`src/rtl/ahbw_pkg.sv`:
```
package ahbw_pkg;

   typedef enum logic [1:0] {
      TR_IDLE   = 2'b00,
      TR_BUSY   = 2'b01,
      TR_NONSEQ = 2'b10,
      TR_SEQ    = 2'b11
   } trans_e;

   function automatic logic starts_xfer(input logic sel, input logic [1:0] trans, input logic rdy);
      return sel && (trans_e'(trans) == TR_NONSEQ) && rdy;
   endfunction

endpackage

```
`src/rtl/ahbw_addr_capture.sv`:
```
module ahbw_addr_capture #(
   parameter int IDX_W = 4
) (
   input  logic             clk_i,
   input  logic             rst_ni,
   input  logic             sel_i,
   input  logic [1:0]       trans_i,
   input  logic             write_i,
   input  logic [IDX_W-1:0] idx_i,
   input  logic             ready_i,
   output logic             start_o,
   output logic             dph_valid_o,
   output logic             dph_write_o,
   output logic [IDX_W-1:0] dph_idx_o
);
   import ahbw_pkg::*;

   assign start_o = starts_xfer(sel_i, trans_i, ready_i);

   always_ff @(posedge clk_i or negedge rst_ni) begin
      if (!rst_ni) begin
         dph_valid_o <= 1'b0;
         dph_write_o <= 1'b0;
         dph_idx_o   <= '0;
      end else if (ready_i) begin
         dph_valid_o <= start_o;
         if (start_o) begin
            dph_write_o <= write_i;
            dph_idx_o   <= idx_i;
         end
      end
   end

   AST_STALL_HOLDS: assert property (@(posedge clk_i) disable iff (!rst_ni)
      !ready_i |=> ($stable(dph_valid_o) && $stable(dph_idx_o) && $stable(dph_write_o)));

endmodule

```
`src/rtl/ahbw_wait_gen.sv`:
```
module ahbw_wait_gen #(
   parameter int WAIT_STATES = 2
) (
   input  logic clk_i,
   input  logic rst_ni,
   input  logic start_i,
   input  logic dph_valid_i,
   output logic ready_o
);
   generate
      if (WAIT_STATES == 0) begin : g_no_wait
         logic unused_wait_in;
         assign unused_wait_in = ^{clk_i, rst_ni, start_i, dph_valid_i};
         assign ready_o = 1'b1;
      end else begin : g_counted
         localparam int CW = $clog2(WAIT_STATES + 1);
         localparam logic [CW-1:0] LOAD = CW'(WAIT_STATES);
         logic [CW-1:0] cnt_q;

         always_ff @(posedge clk_i or negedge rst_ni) begin
            if (!rst_ni)            cnt_q <= '0;
            else if (start_i)       cnt_q <= LOAD;
            else if (cnt_q != '0)   cnt_q <= cnt_q - 1'b1;
         end

         assign ready_o = !(dph_valid_i && (cnt_q != '0));

         AST_CNT_LIMIT: assert property (@(posedge clk_i) disable iff (!rst_ni)
            cnt_q <= LOAD);
         AST_FIRST_WAIT: assert property (@(posedge clk_i) disable iff (!rst_ni)
            start_i |=> !ready_o);
         AST_LAST_READY: assert property (@(posedge clk_i) disable iff (!rst_ni)
            (dph_valid_i && cnt_q == CW'(1)) |=> ready_o);
      end
   endgenerate

endmodule

```
`src/rtl/ahbw_store.sv`:
```
module ahbw_store #(
   parameter int DATA_W = 32,
   parameter int DEPTH  = 16,
   localparam int IDX_W = $clog2(DEPTH)
) (
   input  logic              clk_i,
   input  logic              we_i,
   input  logic [IDX_W-1:0]  idx_i,
   input  logic [DATA_W-1:0] wdata_i,
   output logic [DATA_W-1:0] rdata_o
);
   logic [DATA_W-1:0] mem_q [DEPTH];

   always_ff @(posedge clk_i) begin
      if (we_i) mem_q[idx_i] <= wdata_i;
   end

   assign rdata_o = mem_q[idx_i];

endmodule

```
`src/rtl/ahbw_mem_slave.sv`:
```
module ahbw_mem_slave #(
   parameter int ADDR_W      = 32,
   parameter int DATA_W      = 32,
   parameter int DEPTH       = 16,
   parameter int WAIT_STATES = 2
) (
   input  logic              clk_i,
   input  logic              rst_ni,
   input  logic              sel_i,
   input  logic [ADDR_W-1:0] addr_i,
   input  logic [1:0]        trans_i,
   input  logic              write_i,
   input  logic [DATA_W-1:0] wdata_i,
   input  logic              ready_i,
   output logic [DATA_W-1:0] rdata_o,
   output logic              readyout_o
);
   localparam int IDX_W    = $clog2(DEPTH);
   localparam int BYTE_OFF = $clog2(DATA_W / 8);
   localparam int IDX_TOP  = BYTE_OFF + IDX_W;

   generate
      if (DEPTH < 16 || DEPTH > 64 || (1 << IDX_W) != DEPTH) begin : g_bad_depth
         $error("DEPTH must be a power of two from 16 to 64");
      end
      if (WAIT_STATES < 0 || WAIT_STATES > 3) begin : g_bad_wait
         $error("WAIT_STATES must lie in 0..3");
      end
      if (DATA_W != 16 && DATA_W != 32 && DATA_W != 64) begin : g_bad_data
         $error("DATA_W must be 16, 32 or 64");
      end
      if (ADDR_W <= IDX_TOP) begin : g_bad_addr
         $error("ADDR_W too narrow for DEPTH");
      end
   endgenerate

   logic              start;
   logic              dph_valid;
   logic              dph_write;
   logic [IDX_W-1:0]  dph_idx;
   logic [DATA_W-1:0] store_rd;
   logic              wr_en;
   logic              unused_addr;

   assign unused_addr = ^{addr_i[ADDR_W-1:IDX_TOP], addr_i[BYTE_OFF-1:0]};

   ahbw_addr_capture #(.IDX_W(IDX_W)) u_capture (
      .clk_i       (clk_i),
      .rst_ni      (rst_ni),
      .sel_i       (sel_i),
      .trans_i     (trans_i),
      .write_i     (write_i),
      .idx_i       (addr_i[BYTE_OFF +: IDX_W]),
      .ready_i     (ready_i),
      .start_o     (start),
      .dph_valid_o (dph_valid),
      .dph_write_o (dph_write),
      .dph_idx_o   (dph_idx)
   );

   ahbw_wait_gen #(.WAIT_STATES(WAIT_STATES)) u_wait (
      .clk_i       (clk_i),
      .rst_ni      (rst_ni),
      .start_i     (start),
      .dph_valid_i (dph_valid),
      .ready_o     (readyout_o)
   );

   assign wr_en = dph_valid && dph_write && readyout_o && ready_i;

   ahbw_store #(.DATA_W(DATA_W), .DEPTH(DEPTH)) u_store (
      .clk_i   (clk_i),
      .we_i    (wr_en),
      .idx_i   (dph_idx),
      .wdata_i (wdata_i),
      .rdata_o (store_rd)
   );

   assign rdata_o = (dph_valid && !dph_write) ? store_rd : '0;

   AST_IDLE_ZERO_WAIT: assert property (@(posedge clk_i) disable iff (!rst_ni)
      (ready_i && !start) |=> (readyout_o && rdata_o == '0));
   AST_NO_WRITE_IN_WAIT: assert property (@(posedge clk_i) disable iff (!rst_ni)
      (!readyout_o) |-> !wr_en);

endmodule

```
`config.mk`:
```
export PLATFORM = sky130hd
export DESIGN_NAME = ahbw_mem_slave
export DESIGN_NICKNAME = d
export VERILOG_FILES = /design/src/rtl/ahbw_pkg.sv /design/src/rtl/ahbw_addr_capture.sv /design/src/rtl/ahbw_wait_gen.sv /design/src/rtl/ahbw_store.sv /design/src/rtl/ahbw_mem_slave.sv
export SDC_FILE = /design/constraint.sdc
export NUM_CORES = 1
export LEC_CHECK = 0
export CAP_MARGIN = 5
export CORE_ASPECT_RATIO = 0.8
export CORE_UTILIZATION = 57
export DETAILED_ROUTE_END_ITERATION = 6
export DONT_BUFFER_PORTS = 1
export PLACE_DENSITY = 0.75
export SKIP_LAST_GASP = 1
export SLEW_MARGIN = 30
export SYNTH_ARGS = -nofsm -noshare
export SYNTH_HDL_FRONTEND = slang
export SYNTH_SLANG_ARGS = --single-unit
```
`constraint.sdc`:
```
create_clock -name clk_i -period 3.85 [get_ports clk_i]
set_input_delay 0.1925 -clock clk_i [delete_from_list [all_inputs] [get_ports clk_i]]
set_output_delay 0.1925 -clock clk_i [all_outputs]
set_load 0.02 [all_outputs]
```
; Word-level counts from Yosys, hierarchy flattened
; Memories as Yosys holds them, arrays and structs flattened.
; Index checks and enable logic that the tools add are counted.
[word_totals]
ff_bits = 8
ram_bits = 512
inputBits = 71
out_inout_bits = 33
word_cells = 24
n_memories = 1
[mem_list]
columns = memory, words, word_bits, read_ports, rd_clocked_by_memory_dff, wr, line_no
row1 = u_store.mem_q, 16, 32, 1, 0, 1, ahbw_store.sv:12  ; logic [DATA_W-1:0] mem_q [DEPTH];
[classes]
addsub = 1
n_eq_ne = 1
muxes = 5
reduce_logical = 12
[op_table]
columns = op, n
row1 = $mux W32, 1
row2 = $logic_and A1 B1 Y1, 7
row3 = $mux W2, 2
row4 = $reduce_bool A2 Y1, 2
row5 = $eq A2 B2 Y1 const B, 1
row6 = $logic_not A1 Y1, 2
row7 = $mux W1, 2
row8 = $reduce_and A2 Y1, 1
row9 = $sub A2 B1 Y2 const B, 1

; Logic depth before layout (Yosys ltp)
; Gate-level depths: netlist of run 1.
[depth]
word_depth = 7
mapped_depth = 6

; By module
; A second synthesis of run 1 with hierarchy kept.
[hier_totals]
cells_unflattened = 873
hier_area_um2 = 19935.4
[by_module_without_submodules]
columns = module, n_inst, cells_per_inst, area_each_um2, seq_area_each_um2
row1 = ahbw_store, 1, 808, 19222.2, 15374.7
row2 = ahbw_mem_slave, 1, 39, 360.3, 0.0
row3 = ahbw_addr_capture, 1, 15, 242.7, 150.1
row4 = ahbw_wait_gen, 1, 11, 110.1, 50.0

; Worst setup path before layout of run 1
; No wires, ideal clock.
[synth_timing]
path_kind = register -> register
start = reg u_wait.g_counted.cnt_q[0]
end = mem u_store.mem_q[0][0] (enable)
arrival_ns = 3.486
t_required_ns = 3.389
slack_ns = -0.097
path_stages_with_launch = 6
n_path_buf = 0
path_cell_list = dfrtp_1 -> inv_1 -> ha_1 -> and4_1 -> or3b_1 -> nor3_1
[synth_via]
elab_chain_cells = 7
[synth_lines]
columns = element, line_no
row1 = from (decl), ahbw_wait_gen.sv:18  ; logic [CW-1:0] cnt_q;
row2 = from (signal assigned), ahbw_wait_gen.sv:23  ; else if (cnt_q != '0) cnt_q <= cnt_q - 1'b1;
row3 = $reduce_bool A2 Y1, ahbw_wait_gen.sv:26  ; assign ready_o = !(dph_valid_i && (cnt_q != '0));
row4 = $logic_and A1 B1 Y1, ahbw_wait_gen.sv:26
row5 = $logic_not A1 Y1, ahbw_wait_gen.sv:26
row6 = $logic_and A1 B1 Y1 (2 in series), ahbw_mem_slave.sv:69  ; assign wr_en = dph_valid && dph_write && readyout_o && ready_i;
row7 = $mux W1, ahbw_store.sv:15  ; if (we_i) mem_q[idx_i] <= wdata_i;
row8 = $mux W1 (not written as such), ahbw_store.sv:15
row9 = to (decl), ahbw_store.sv:12
; No other way between the ends.

; Worst setup path after layout of run 1
[layout_timing]
start = reg u_capture.dph_idx_o[0]
end = out rdata_o[19]
[layout_via]
elab_chain_cells = 2
[layout_lines]
columns = element, line_no
row1 = from (decl), ahbw_addr_capture.sv:14  ; output logic [IDX_W-1:0] dph_idx_o
row2 = from (signal assigned), ahbw_addr_capture.sv:29  ; dph_idx_o <= idx_i;
row3 = $mem_v2 Z16 W32, -
row4 = $mux W32, ahbw_mem_slave.sv:79  ; assign rdata_o = (dph_valid && !dph_write) ? store_rd : '0;
row5 = to (decl), ahbw_mem_slave.sv:15  ; output logic [DATA_W-1:0] rdata_o,
; No other way between the ends.

==> results of run 1 <==
cell type report:
| class | count | area [um2] |
|---|---|---|
| Sequential cell | 520 | 15600 |
| Fill cell | 2179 | 11100 |
| Multi-Input combinational cell | 364 | 4220 |
| Clock buffer | 61 | 1270 |
| Timing Repair Buffer | 107 | 1040 |
| Tap cell | 465 | 582 |
| Clock inverter | 27 | 258 |
| Inverter | 3 | 11.3 |
| Antenna cell | 1 | 2.50 |
critical path: cells and delay by family (launching register included):
family | cells | cell delay [ns]
muxes | 1 | 0.55
buffers and inverters | 2 | 0.68
DFF | 1 | 0.85
AOI/OAI and AO/OA | 2 | 0.46
layer usage:
| metal | up-vias | share of wire [%] |
|---|---|---|
| met4 | 2 | 2.0 |
| li1 | 4177 | - |
| met5 | - | 0.031 |
| met1 | 5093 | 43 |
| met2 | 406 | 48 |
| met3 | 72 | 7.4 |
sequential cells by signal, summed over array words and instances (netlist names):
| register | cells |
|---|---|
| u_capture.dph_write_o | 1 |
| u_capture.dph_idx_o | 4 |
| u_store.mem_q | 512 |
| u_wait.g_counted.cnt_q | 2 |
| u_capture.dph_valid_o | 1 |
per-stage QoR:
stage	util, %	power [mW]	hold WS, ns	instances
after floorplan	-	7.54	-0.103	944
after global placement	61.7	7.82	-0.103	1419
after detailed placement	61.7	7.84	-0.103	1419
after CTS	67.4	12.5	0.0328	1547
after global routing	67.4	12.8	0.0702	1547
final	67.4	12.5	0.0431	1548
power by group:
group / internal [mW] / switching (mW) / leakage [nW]
Combinational: 0.703 / 0.756 / 1.96
Clock: 2.67 / 1.96 / 0.749
Sequential: 6.25 / 0.112 / 4.69
Total: 9.62 / 2.83 / 7.40
cells by family (layout without fill, tap and decap cells):
family / count (synthesis) / in the layout
XOR/XNOR: 1 / 1
other: 0 / 1
buffers and inverters: 60 / 198
AO/OA/AOI/OAI: 129 / 129
flip-flops: 520 / 520
multiplexers: 198 / 198
AND/OR/NAND/NOR: 35 / 35
adder cells (fa/ha/maj): 1 / 1
how the worst max path moves through the flow:
stage                     cells after the start                 startpoint                    to  slack [ns]
final                                         5     u_capture.dph_idx_o[0]           rdata_o[19]        0.48
after global routing                          5     u_capture.dph_idx_o[0]            rdata_o[3]        0.26
after CTS                                     5     u_capture.dph_idx_o[0]           rdata_o[19]        0.42
after detailed placement                      5     u_capture.dph_idx_o[0]           rdata_o[19]        1.03
after global placement                        6  u_wait.g_counted.cnt_q[0]  u_store.mem_q[8][10]        1.07
after floorplan                               5     u_capture.dph_idx_o[1]   u_store.mem_q[1][0]        0.12
synthesized netlist by cell type, types with 5 or more instances:
| library cell | number | area share, % |
|---|---|---|
| buf_6 | 12 | 0.67 |
| buf_2 | 29 | 0.72 |
| dfrtp_1 | 8 | 1.0 |
| mux2i_1 | 64 | 3.2 |
| mux2_2 | 70 | 3.9 |
| edfxtp_1 | 512 | 77 |
| mux4_1 | 7 | 0.92 |
| o31ai_1 | 32 | 1.2 |
| mux4_2 | 57 | 6.4 |
| o22ai_1 | 32 | 1.0 |
| buf_4 | 5 | 0.19 |
| nor2_1 | 13 | 0.24 |
| a22oi_1 | 32 | 1.2 |
| a22o_1 | 32 | 1.4 |
| clkbuf_1 | 11 | 0.21 |
==> summary.md, run 1 <==
| Metric | Value |
|---|---|
| Number of global-route vias before repair | `9757` |
| Slew HR | `41.4%` |
| Die area | `35900 um2` |
| Highest-delay cell along the critical path | `dfrtp_4` |
| Tightest Pin Transition | `0.878 ns` |
| DRT Pass-1 Iters | `5` |
| Mapped Area | `20000 um2` |
| P&R area growth vs syn | `14.7%` |
| Crit start category | `flop` |
| Final Hold Viols | `0` |
| DRC violations left | `0` |
| Commonest non-fill, non-tap cells in the layout | `edfxtp_1 (512), mux2_2 (70), mux2i_1 (64)` |
| Via count | `9750` |
| First-pass GRT wire length | `61.5 mm` |
| Fin nets | `1116` |
| Path type of the worst min-delay path | `input pin to flop` |
| Largest family of logic cells by synthesized area | `multiplexers` |
| # IOs | `104` |
| Top Usage Layer GRT | `met2` |
| Avg Vias per Cell | `6.30` |
| Detailed Route WL | `41.7 mm` |
| Hold path cells | `2` |
| Die Wd | `212 um` |
| Met1 Track Usage GR | `35.2%` |
| Clock buffer depth | `3` |
| Slew Viols, Final | `0` |
| Reg2reg end | `u_store.mem_q[8][3]` |
| Dominant synthesized flop cell | `edfxtp_1` |
| Adder-cell share of the synthesized area | `0.0625%` |
| Min setup slack post-route | `0.484 ns` |
| Worst Hold End | `u_wait.g_counted.cnt_q[1]` |
| GP Congestion | `0.733` |
| Root buffer cell | `clkbuf_16` |
| Total negative slack | `0 ns` |
| HP Start | `trans_i[1]` |
| Data required, critical path | `3.66 ns` |
| FF+latch count, synth | `520` |
| Resized cells post-CTS | `0` |
| CTS tree | `done` |
| EDFF count, synth | `512` |
| Mapped Cells | `944` |
| Asr flop ratio synth | `1.54%` |
| Die Ht | `170 um` |
| Rows | `60` |
| Peak supply drop | `404 uV` |
| Clock transition at path regs | `0.06 ns` |
| Max Cap Viol | `0` |
| Gr usage total | `23.9%` |
| Met2 usage | `37.2%` |
| Critical path start-end classification | `flop to output port` |
| Xor/xnor share of the synthesized area | `0.0437%` |
| Sink Count | `520` |
| CTS hold repair buffers | `40` |
| Initial antenna violation count | `2` |
| Wire length per cell | `26.9 um` |
| Setup WS pre-CTS | `1.03 ns` |
| Sequential-to-total area share from yosys stat | `77.8%` |
| Share of cells above drive strength 1 | `26.1%` |
| RR Startpoint | `u_wait.g_counted.cnt_q[0]` |
| PwrDens | `542 nW/um2` |
| Clock Skews | `0.0229 ns` |
| RSZ-0062 raised after global routing | `no` |
| FMAX | `297 MHz` |
| DPL Wire Length | `22.5 mm` |
| Compound-Gate Fraction of Synth Area | `4.82%` |
| Yosys warnings | `0` |
| Register-to-register setup slack | `1.03 ns` |
| Overflow after GRT | `0` |
| Fin crit share | `87.4%` |
| Syn avg cell area | `21.2 um2` |
| CP endpoint kind | `output port` |
| Met3 usage | `4.37%` |
| Synth cell types | `33` |
| Detailed Route Iter0 Violations | `1066` |
| CTS Buf Count | `48` |
| Port Buffers | `0` |
| Largest net degree at the start of global routing | `96` |
| Most repeated library cell on the critical path | `buf_4` |
| Commonest non-fill, non-tap cell in the layout | `edfxtp_1` |
| Placed Area | `21000 um2` |
| Syn nets | `1016` |
| Worst-path fanout max | `38` |
| # Post-CTS Setup Buffers | `0` |
| Proportion of synthesized area in mux cells | `14.5%` |
| Core ar. | `34100 um2` |
| Lkg Pwr | `7.40 nW` |
| H-tree depth | `2` |
| Crit-path max cell delay | `0.85 ns` |
| Final instance area | `23000 um2` |
| Run status | `finished, final reports clean` |
| Final min period | `3.37 ns` |
| Clk_lat worst skew | `0.57 ns` |
| Final ANT Viol Nets | `0` |
| Final setup fails | `0` |
| Crit path cell chain | `buf_4 -> mux4_2 -> a22oi_1 -> o31ai_1 -> buf_4` |
| R2R depth | `6` |
| CP Data Arrival Time | `3.17 ns` |
| Simple-gate share of the synthesized area | `0.956%` |
| Initial Util | `58.7%` |
(Power assumes the default switching activity.)
==> run 2: changes to the inputs <==
- CORE_UTILIZATION: 57 -> 60
- PLACE_DENSITY: 0.75 -> 0.76
- RECOVER_POWER: not set -> 50
- clock period: 3.85 -> 3.6 ns (I/O delays scaled with it)
==> summary.md, run 2 (synthesized netlist as in run 1, its figures left out) <==
| Metric | Value |
|---|---|
| Run status | `complete, but fails checks` |
| Failing checks | `DRC` |
| Crit path cell chain | `or3_2 -> o31ai_1 -> buf_4` |
| Core ar. | `32700 um2 (-4.0%)` |
| Commonest non-fill, non-tap cells in the layout | `edfxtp_1 (512), mux2_2 (69), mux2i_1 (64)` |
| Sink Count | `520 (unchanged)` |
| Crit start category | `flop` |
| Slew Viols, Final | `0 (unchanged)` |
| Lkg Pwr | `7.34 nW (-0.83%)` |
| CP endpoint kind | `output port` |
| Critical path start-end classification | `flop to output port` |
| Area of the multi-input gates | `4230 um2 (+0.12%)` |
| Reg2reg end | `u_store.mem_q[14][19]` |
| R2R depth | `3 (-3)` |
| Path type of the worst min-delay path | `input pin to flop` |
| Max Cap Viol | `0 (unchanged)` |
| Peak supply drop | `459 uV (+14%)` |
| Critical path origin | `u_capture.dph_idx_o[2]` |
| Fillcell total | `1965 (-9.8%)` |
| H-tree depth | `2 (unchanged)` |
| Initial antenna violation count | `4 (+2)` |
| DRT Pass-1 Iters | `7 (+2)` |
| Die Ht | `165 um (-2.5%)` |
| Highest-delay cell along the critical path | `or3_2` |
| Die area | `34100 um2 (-4.9%)` |
| Resized cells post-CTS | `0 (unchanged)` |
| Slew HR | `30.5% (-11 points)` |
| Die Wd | `206 um (-2.5%)` |
| CP endpoint | `rdata_o[3]` |
| Final Util | `69.8% (+2.4 points)` |
| Top reg by flops | `u_store.mem_q` |
| PwrDens | `568 nW/um2 (+4.8%)` |
| Total negative slack | `0 ns (unchanged)` |
| Worst-path fanout max | `22 (-42%)` |
| DPL Wire Length | `21.9 mm (-2.7%)` |
| Final min period | `3.33 ns` |
| Register-to-register setup slack | `0.66 ns (-0.37 ns)` |
| Final Hold Viols | `0 (unchanged)` |
| Min setup slack post-route | `0.275 ns (-0.209 ns)` |
| Final ANT Viol Nets | `0 (unchanged)` |
| Rows | `59 (-1.7%)` |
| Buf/Inv on CP | `1 (-1)` |
| Data required, critical path | `3.42 ns (-0.24 ns)` |
| CTS Buf Count | `48 (unchanged)` |
| Clock Skews | `0.0122 ns (-0.0107 ns)` |
| Fin crit share | `92.4%` |
| Largest registers | `u_store.mem_q x512, u_capture.dph_idx_o x4, u_wait.g_counted.cnt_q x2` |
| Crit-path max cell delay | `0.94 ns (+0.09 ns)` |
| CTS tree | `done` |
| Largest net degree at the start of global routing | `102 (+6.3%)` |
| Initial Util | `61.2% (+2.5 points)` |
| Avg Vias per Cell | `6.45 (+2.4%)` |
| # IOs | `104 (unchanged)` |
| Wire length per cell | `28.0 um (+3.8%)` |
| P&R area growth vs syn | `14.0%` |
| Overflow after GRT | `0 (unchanged)` |
| Commonest non-fill, non-tap cell in the layout | `edfxtp_1` |
| Max reg flops | `512 (unchanged)` |
| CP Depth | `3 (-2)` |
| DRC violations left | `8 (+8)` |
| Top delay family on crit path | `simple AND/OR/NAND/NOR gates` |
| CP Data Arrival Time | `3.15 ns (-0.02 ns)` |
| Setup WS pre-CTS | `0.856 ns (-0.169 ns)` |
| Tightest Pin Transition | `1.04 ns (+0.160 ns)` |
| Sequential cell area | `15600 um2 (unchanged)` |
| Via count | `9728 (-0.23%)` |
| RR Startpoint | `u_capture.dph_idx_o[3]` |
| Clock transition at path regs | `0.06 ns (about the same)` |
| Fin nets | `1118 (+0.18%)` |
| Number of global-route vias before repair | `9883 (+1.3%)` |
| GP Congestion | `0.727 (-0.85%)` |
| Detailed Route WL | `42.2 mm (+1.2%)` |
| RSZ-0062 raised after global routing | `no` |
| FMAX | `301 MHz` |
| Gr usage total | `25.6% (+1.7 points)` |
| Clock buffer depth | `3 (unchanged)` |
| Final setup fails | `0 (unchanged)` |
| Share of cells above drive strength 1 | `25.2% (-0.88 points)` |
| Clk_lat worst skew | `0.57 ns (about the same)` |
| First-pass GRT wire length | `61.6 mm (about the same)` |
| Detailed Route Iter0 Violations | `981 (-8.0%)` |
| Port Buffers | `0 (unchanged)` |
| Root buffer cell | `clkbuf_16` |
[run 2: through the flow]
| step | instances | total power, mW | hold WS [ns] | cell area (um2) |
|---|---|---|---|---|
| 3_3_place_gp | 1381 | 8.38 | -0.115 | 21000 |
| 3_5_place_dp | 1381 | 8.41 | -0.115 | 21000 |
| 4_1_cts | 1507 | 13.0 | 0.0582 | 22800 |
| 2_1_floorplan | 944 | 8.06 | -0.116 | 20000 |
| 6_report | 1509 | 13.0 | 0.0604 | 22800 |
| 5_1_grt | 1508 | 13.4 | 0.134 | 22800 |
[run 2: how the worst min path moves through the flow]
stage,start,to,slack [ns],depth (start not counted)
4_1_cts,sel_i,u_capture.dph_valid_o,0.06,2
5_1_grt,sel_i,u_wait.g_counted.cnt_q[0],0.13,2
6_report,sel_i,u_capture.dph_valid_o,0.06,2
2_1_floorplan,rst_ni,u_capture.dph_idx_o[0],-0.12,0
3_5_place_dp,rst_ni,u_capture.dph_write_o,-0.12,0
3_3_place_gp,rst_ni,u_capture.dph_idx_o[3],-0.12,0
[run 2: per-layer routing]
| layer | part of all wire, % | vias to the layer above | GRT usage [%] |
|---|---|---|---|
| met5 | 0.050 | - | 0 |
| met3 | 7.6 | 65 | 4.16 |
| met4 | 2.0 | 4 | 6.89 |
| met2 | 48 | 408 | 41.2 |
| met1 | 42 | 5078 | 36.8 |
| li1 | - | 4173 | - |
[run 2: layout make-up]
cell class / instances / area share [%]
tap: 427 / 2.34
clock buffer: 61 / 5.48
timing repair buffer: 109 / 4.65
antenna: 2 / 0.0219
sequential: 520 / 68.3
inverter: 3 / 0.0494
multi-input combinational: 364 / 18.5
clock inverter: 23 / 0.642
[run 2: repair_timing]
item                      4_1_cts  5_1_grt
hold buffers                   42        0
hold endpoints to repair      527        0
buffers inserted                0        0
[run 2: where the power goes]
| part | total [mW] | internal, mW | leakage [nW] | switching (mW) |
|---|---|---|---|---|
| logic | 1.58 | 0.760 | 1.97 | 0.817 |
| registers | 6.81 | 6.68 | 4.69 | 0.128 |
| clock network | 4.58 | 2.47 | 0.675 | 2.11 |
| total | 13.0 | 9.91 | 7.34 | 3.06 |
[run 2: worst reg2reg max path, stage by stage (launching register included)]
cell     delay [ns]
dfrtp_1        0.95
nand2_1        0.42
nor2_1         0.89
buf_12         0.33
==> run 3: changes to the inputs <==
- SYNTH_HIERARCHICAL: not set -> 1
==> summary.md, run 3 <==
| Metric | Value |
|---|---|
| Run status | `complete, but fails checks` |
| Failing checks | `capacitance limit, slew limit` |
| Commonest non-fill, non-tap cell in the layout | `edfxtp_1` |
| Lkg Pwr | `7.29 nW (-0.63%)` |
| Comb power frac | `13.4% (+1.2 points)` |
| Sink Count | `520 (unchanged)` |
| Max reg flops | `512 (unchanged)` |
| Clock power frac | `35.8% (+0.5 points)` |
| Dpl cells | `1295 (-6.2%)` |
| Root buffer cell | `clkbuf_16` |
| Setup WS pre-CTS | `0.712 ns (-0.144 ns)` |
| Clock transition at path regs | `0.07 ns (about the same)` |
| Area leader, netlist | `edfxtp_1` |
| Top post-synthesis cells by count | `edfxtp_1 (512), mux4_2 (128), a22oi_1 (64), nand2_1 (33), and3b_2 (32)` |
| Share of cells above drive strength 1 | `29.6% (+4.4 points)` |
| Worst-path fanout max | `35 (+59%)` |
| Min setup slack post-route | `0.181 ns (-0.0935 ns)` |
| Mapped Cells | `873 (-7.5%)` |
| Slew HR | `-18.8% (-49 points)` |
| Dominant synthesized flop cell | `edfxtp_1` |
| Number of global-route vias before repair | `9652 (-2.3%)` |
| FF+latch count, synth | `520 (unchanged)` |
| FMAX | `293 MHz (-2.7%)` |
| # Post-CTS Setup Buffers | `0 (unchanged)` |
| Synth area leaders | `edfxtp_1 (77%), mux4_2 (14%), a22oi_1 (2.4%), and3b_2 (1.6%), dfrtp_1 (1.0%)` |
| Detailed Route WL | `42.4 mm (+0.63%)` |
| Asr flop ratio synth | `1.54% (unchanged)` |
| Top reg by flops | `u_store/mem_q` |
| EDFF count, synth | `512 (unchanged)` |
| CP endpoint kind | `output port` |
| Initial Util | `61.1% (-0.12 points)` |
| First-pass GRT wire length | `62.0 mm (+0.71%)` |
| DRC violations left | `0 (-8)` |
| Leading cell type by number of instances after synthesis | `edfxtp_1` |
| P&R area growth vs syn | `14.3%` |
| Fin crit share | `95.0% (+2.6 points)` |
| Total net switching power | `3.15 mW (+3.2%)` |
| Detailed Route Iter0 Violations | `1008 (+2.8%)` |
| Fillcell total | `1904 (-3.1%)` |
| Syn avg cell area | `22.8 um2 (+7.7%)` |
| Fin nets | `1038 (-7.2%)` |
| Crit start category | `flop` |
| Tightest Pin Transition | `1.78 ns (+0.743 ns)` |
| Flop pwr share | `50.8% (-1.7 points)` |
| Final setup fails | `0 (unchanged)` |
| CTS tree | `done` |
| Peak supply drop | `517 uV (+12%)` |
| GP Congestion | `0.754 (+3.7%)` |
| RSZ-0062 raised after global routing | `no` |
| PwrDens | `589 nW/um2 (+3.6%)` |
| Rows | `59 (unchanged)` |
| Final ANT Viol Nets | `0 (unchanged)` |
| Synth cell types | `27 (-18%)` |
| Final min period | `3.42 ns (+0.0935 ns)` |
| Clock Skews | `0.0167 ns (+0.00446 ns)` |
| H-tree depth | `2 (unchanged)` |
| Sequential-to-total area share from yosys stat | `78.1% (+0.33 points)` |
| Overflow after GRT | `0 (unchanged)` |
| Syn nets | `945 (-7.0%)` |
| CTS Buf Count | `48 (unchanged)` |
| Resized cells post-CTS | `0 (unchanged)` |
| DPL Wire Length | `22.7 mm (+3.4%)` |
| Critical path start-end classification | `flop to output port` |
| Die area | `34000 um2 (-0.42%)` |
| Clk_lat worst skew | `0.55 ns (-0.02 ns)` |
| Initial antenna violation count | `2 (-2)` |
| Register-to-register setup slack | `0.72 ns (+0.06 ns)` |
| Final Hold Viols | `0 (unchanged)` |
| Post-synth top area share | `77.1% (+0.33 points)` |
| Commonest non-fill, non-tap cells in the layout | `edfxtp_1 (512), mux4_2 (128), a22oi_1 (64)` |
| Clock buffer depth | `3 (unchanged)` |
| Sw frac | `23.5% (-0.082 points)` |
| Avg Vias per Cell | `6.56 (+1.7%)` |
| Port Buffers | `0 (unchanged)` |
| Wire length per cell | `29.6 um (+5.9%)` |
| CTS hold repair buffers | `48 (+14%)` |
| Final Non-Filler Cells | `1434 (-5.0%)` |
| Yosys warnings | `6 (+6)` |
| Int Pwr | `10.3 mW (+3.6%)` |
| Total negative slack | `0 ns (unchanged)` |
| Largest net degree at the start of global routing | `53 (-48%)` |
| Final instance area | `22800 um2 (about the same)` |
| Die Wd | `206 um (-0.21%)` |
| Die Ht | `165 um (-0.21%)` |
| # IOs | `104 (unchanged)` |
| Gr usage total | `26.0% (+0.42 points)` |
| Path type of the worst min-delay path | `input pin to flop` |
| Mapped Area | `19900 um2 (-0.42%)` |
| DRT Pass-1 Iters | `7 (unchanged)` |
| Max Cap Viol | `1 (+1)` |
| Core ar. | `32600 um2 (-0.23%)` |
| Largest registers | `u_store/mem_q x512, u_capture/dph_idx_o x4, u_wait/g_counted.cnt_q x2` |
| Placed Area | `20900 um2 (-0.74%)` |
| Slew Viols, Final | `34 (+34)` |
| CP Data Arrival Time | `3.24 ns (+0.09 ns)` |
| Data required, critical path | `3.42 ns (about the same)` |
| Via count | `9406 (-3.3%)` |
[run 3: cell types whose count changed in the layout (fill, tap and decap cells not counted), moves of 5 or more]
cell,previous run,this run
clkinv_2,4,12
a22oi_1,32,64
dlygate4sd3_1,42,48
and3b_2,0,32
mux2i_1,64,0
o31ai_1,32,0
mux2_2,69,5
mux4_1,7,0
clkinv_1,13,8
o22ai_1,32,0
mux4_2,57,128
a22o_1,32,0
nand2_1,3,33
buf_4,56,32
[run 3: final cells by class]
cell class	count	area, um2	area share [%]
inverters	4	15.0	0.0659
well taps	427	534	2.34
clock buffers	65	1320	5.77
clock inverters	25	175	0.768
multi-input cells	298	4220	18.5
flip-flops and latches	520	15600	68.4
repair buffers	94	952	4.18
diodes	1	2.50	0.0110
[run 3: logic make-up after synthesis]
family | share of synthesized area, %
compound gates | 2.47
xor+xnor | 0.0439
fa+ha+maj | 0.0628
buf+inv | 1.39
flops | 78.1
mux | 14.7
simple gates | 3.16
[run 3: stage by stage]
stage	hold WS, ns	power, mW	utilization [%]
3_3_place_gp	-0.115	8.57	63.9
2_1_floorplan	-0.116	8.15	-
5_1_grt	0.523	13.9	69.9
3_5_place_dp	-0.115	8.61	63.9
6_report	0.520	13.4	69.9
4_1_cts	0.400	13.5	70.0
[run 3: power groups by stage]
| stage | Combinational (mW) | Clock (mW) | Sequential (mW) |
|---|---|---|---|
| after floorplan | 1.31 | 0 | 6.84 |
| after global placement | 1.63 | 0 | 6.94 |
| after detailed placement | 1.66 | 0 | 6.95 |
| after CTS | 1.81 | 4.86 | 6.82 |
| after global routing | 1.92 | 5.11 | 6.83 |
| final | 1.80 | 4.80 | 6.82 |
[run 3: final timing paths]
check                      depth (start not counted)                 startpoint                        end
max reg2reg                                        7  u_wait/g_counted.cnt_q[0]       u_store/mem_q[11][0]
max                                                5     u_capture/dph_idx_o[0]                rdata_o[20]
min                                                3                    ready_i      u_store/mem_q[12][27]
max in group asynchronous                          2                     rst_ni     u_capture/dph_idx_o[0]
min in group asynchronous                          2                     rst_ni      u_capture/dph_valid_o
min reg2reg                                        2  u_wait/g_counted.cnt_q[1]  u_wait/g_counted.cnt_q[1]
[run 3: routing by layer]
metal	up-vias	global-route usage [%]	part of all wire (%)
met5	-	0	0.019
met4	2	7.72	2.2
met3	72	5.01	8.6
met2	461	42.2	50
met1	4968	36.5	39
li1	3903	-	-
[run 3: critical path, stage by stage, from the launching register on]
cell,delay [ns]
dfrtp_4,0.91
buf_4,0.47
mux4_2,0.57
a22oi_1,0.32
nand2_1,0.11
and3b_2,0.28
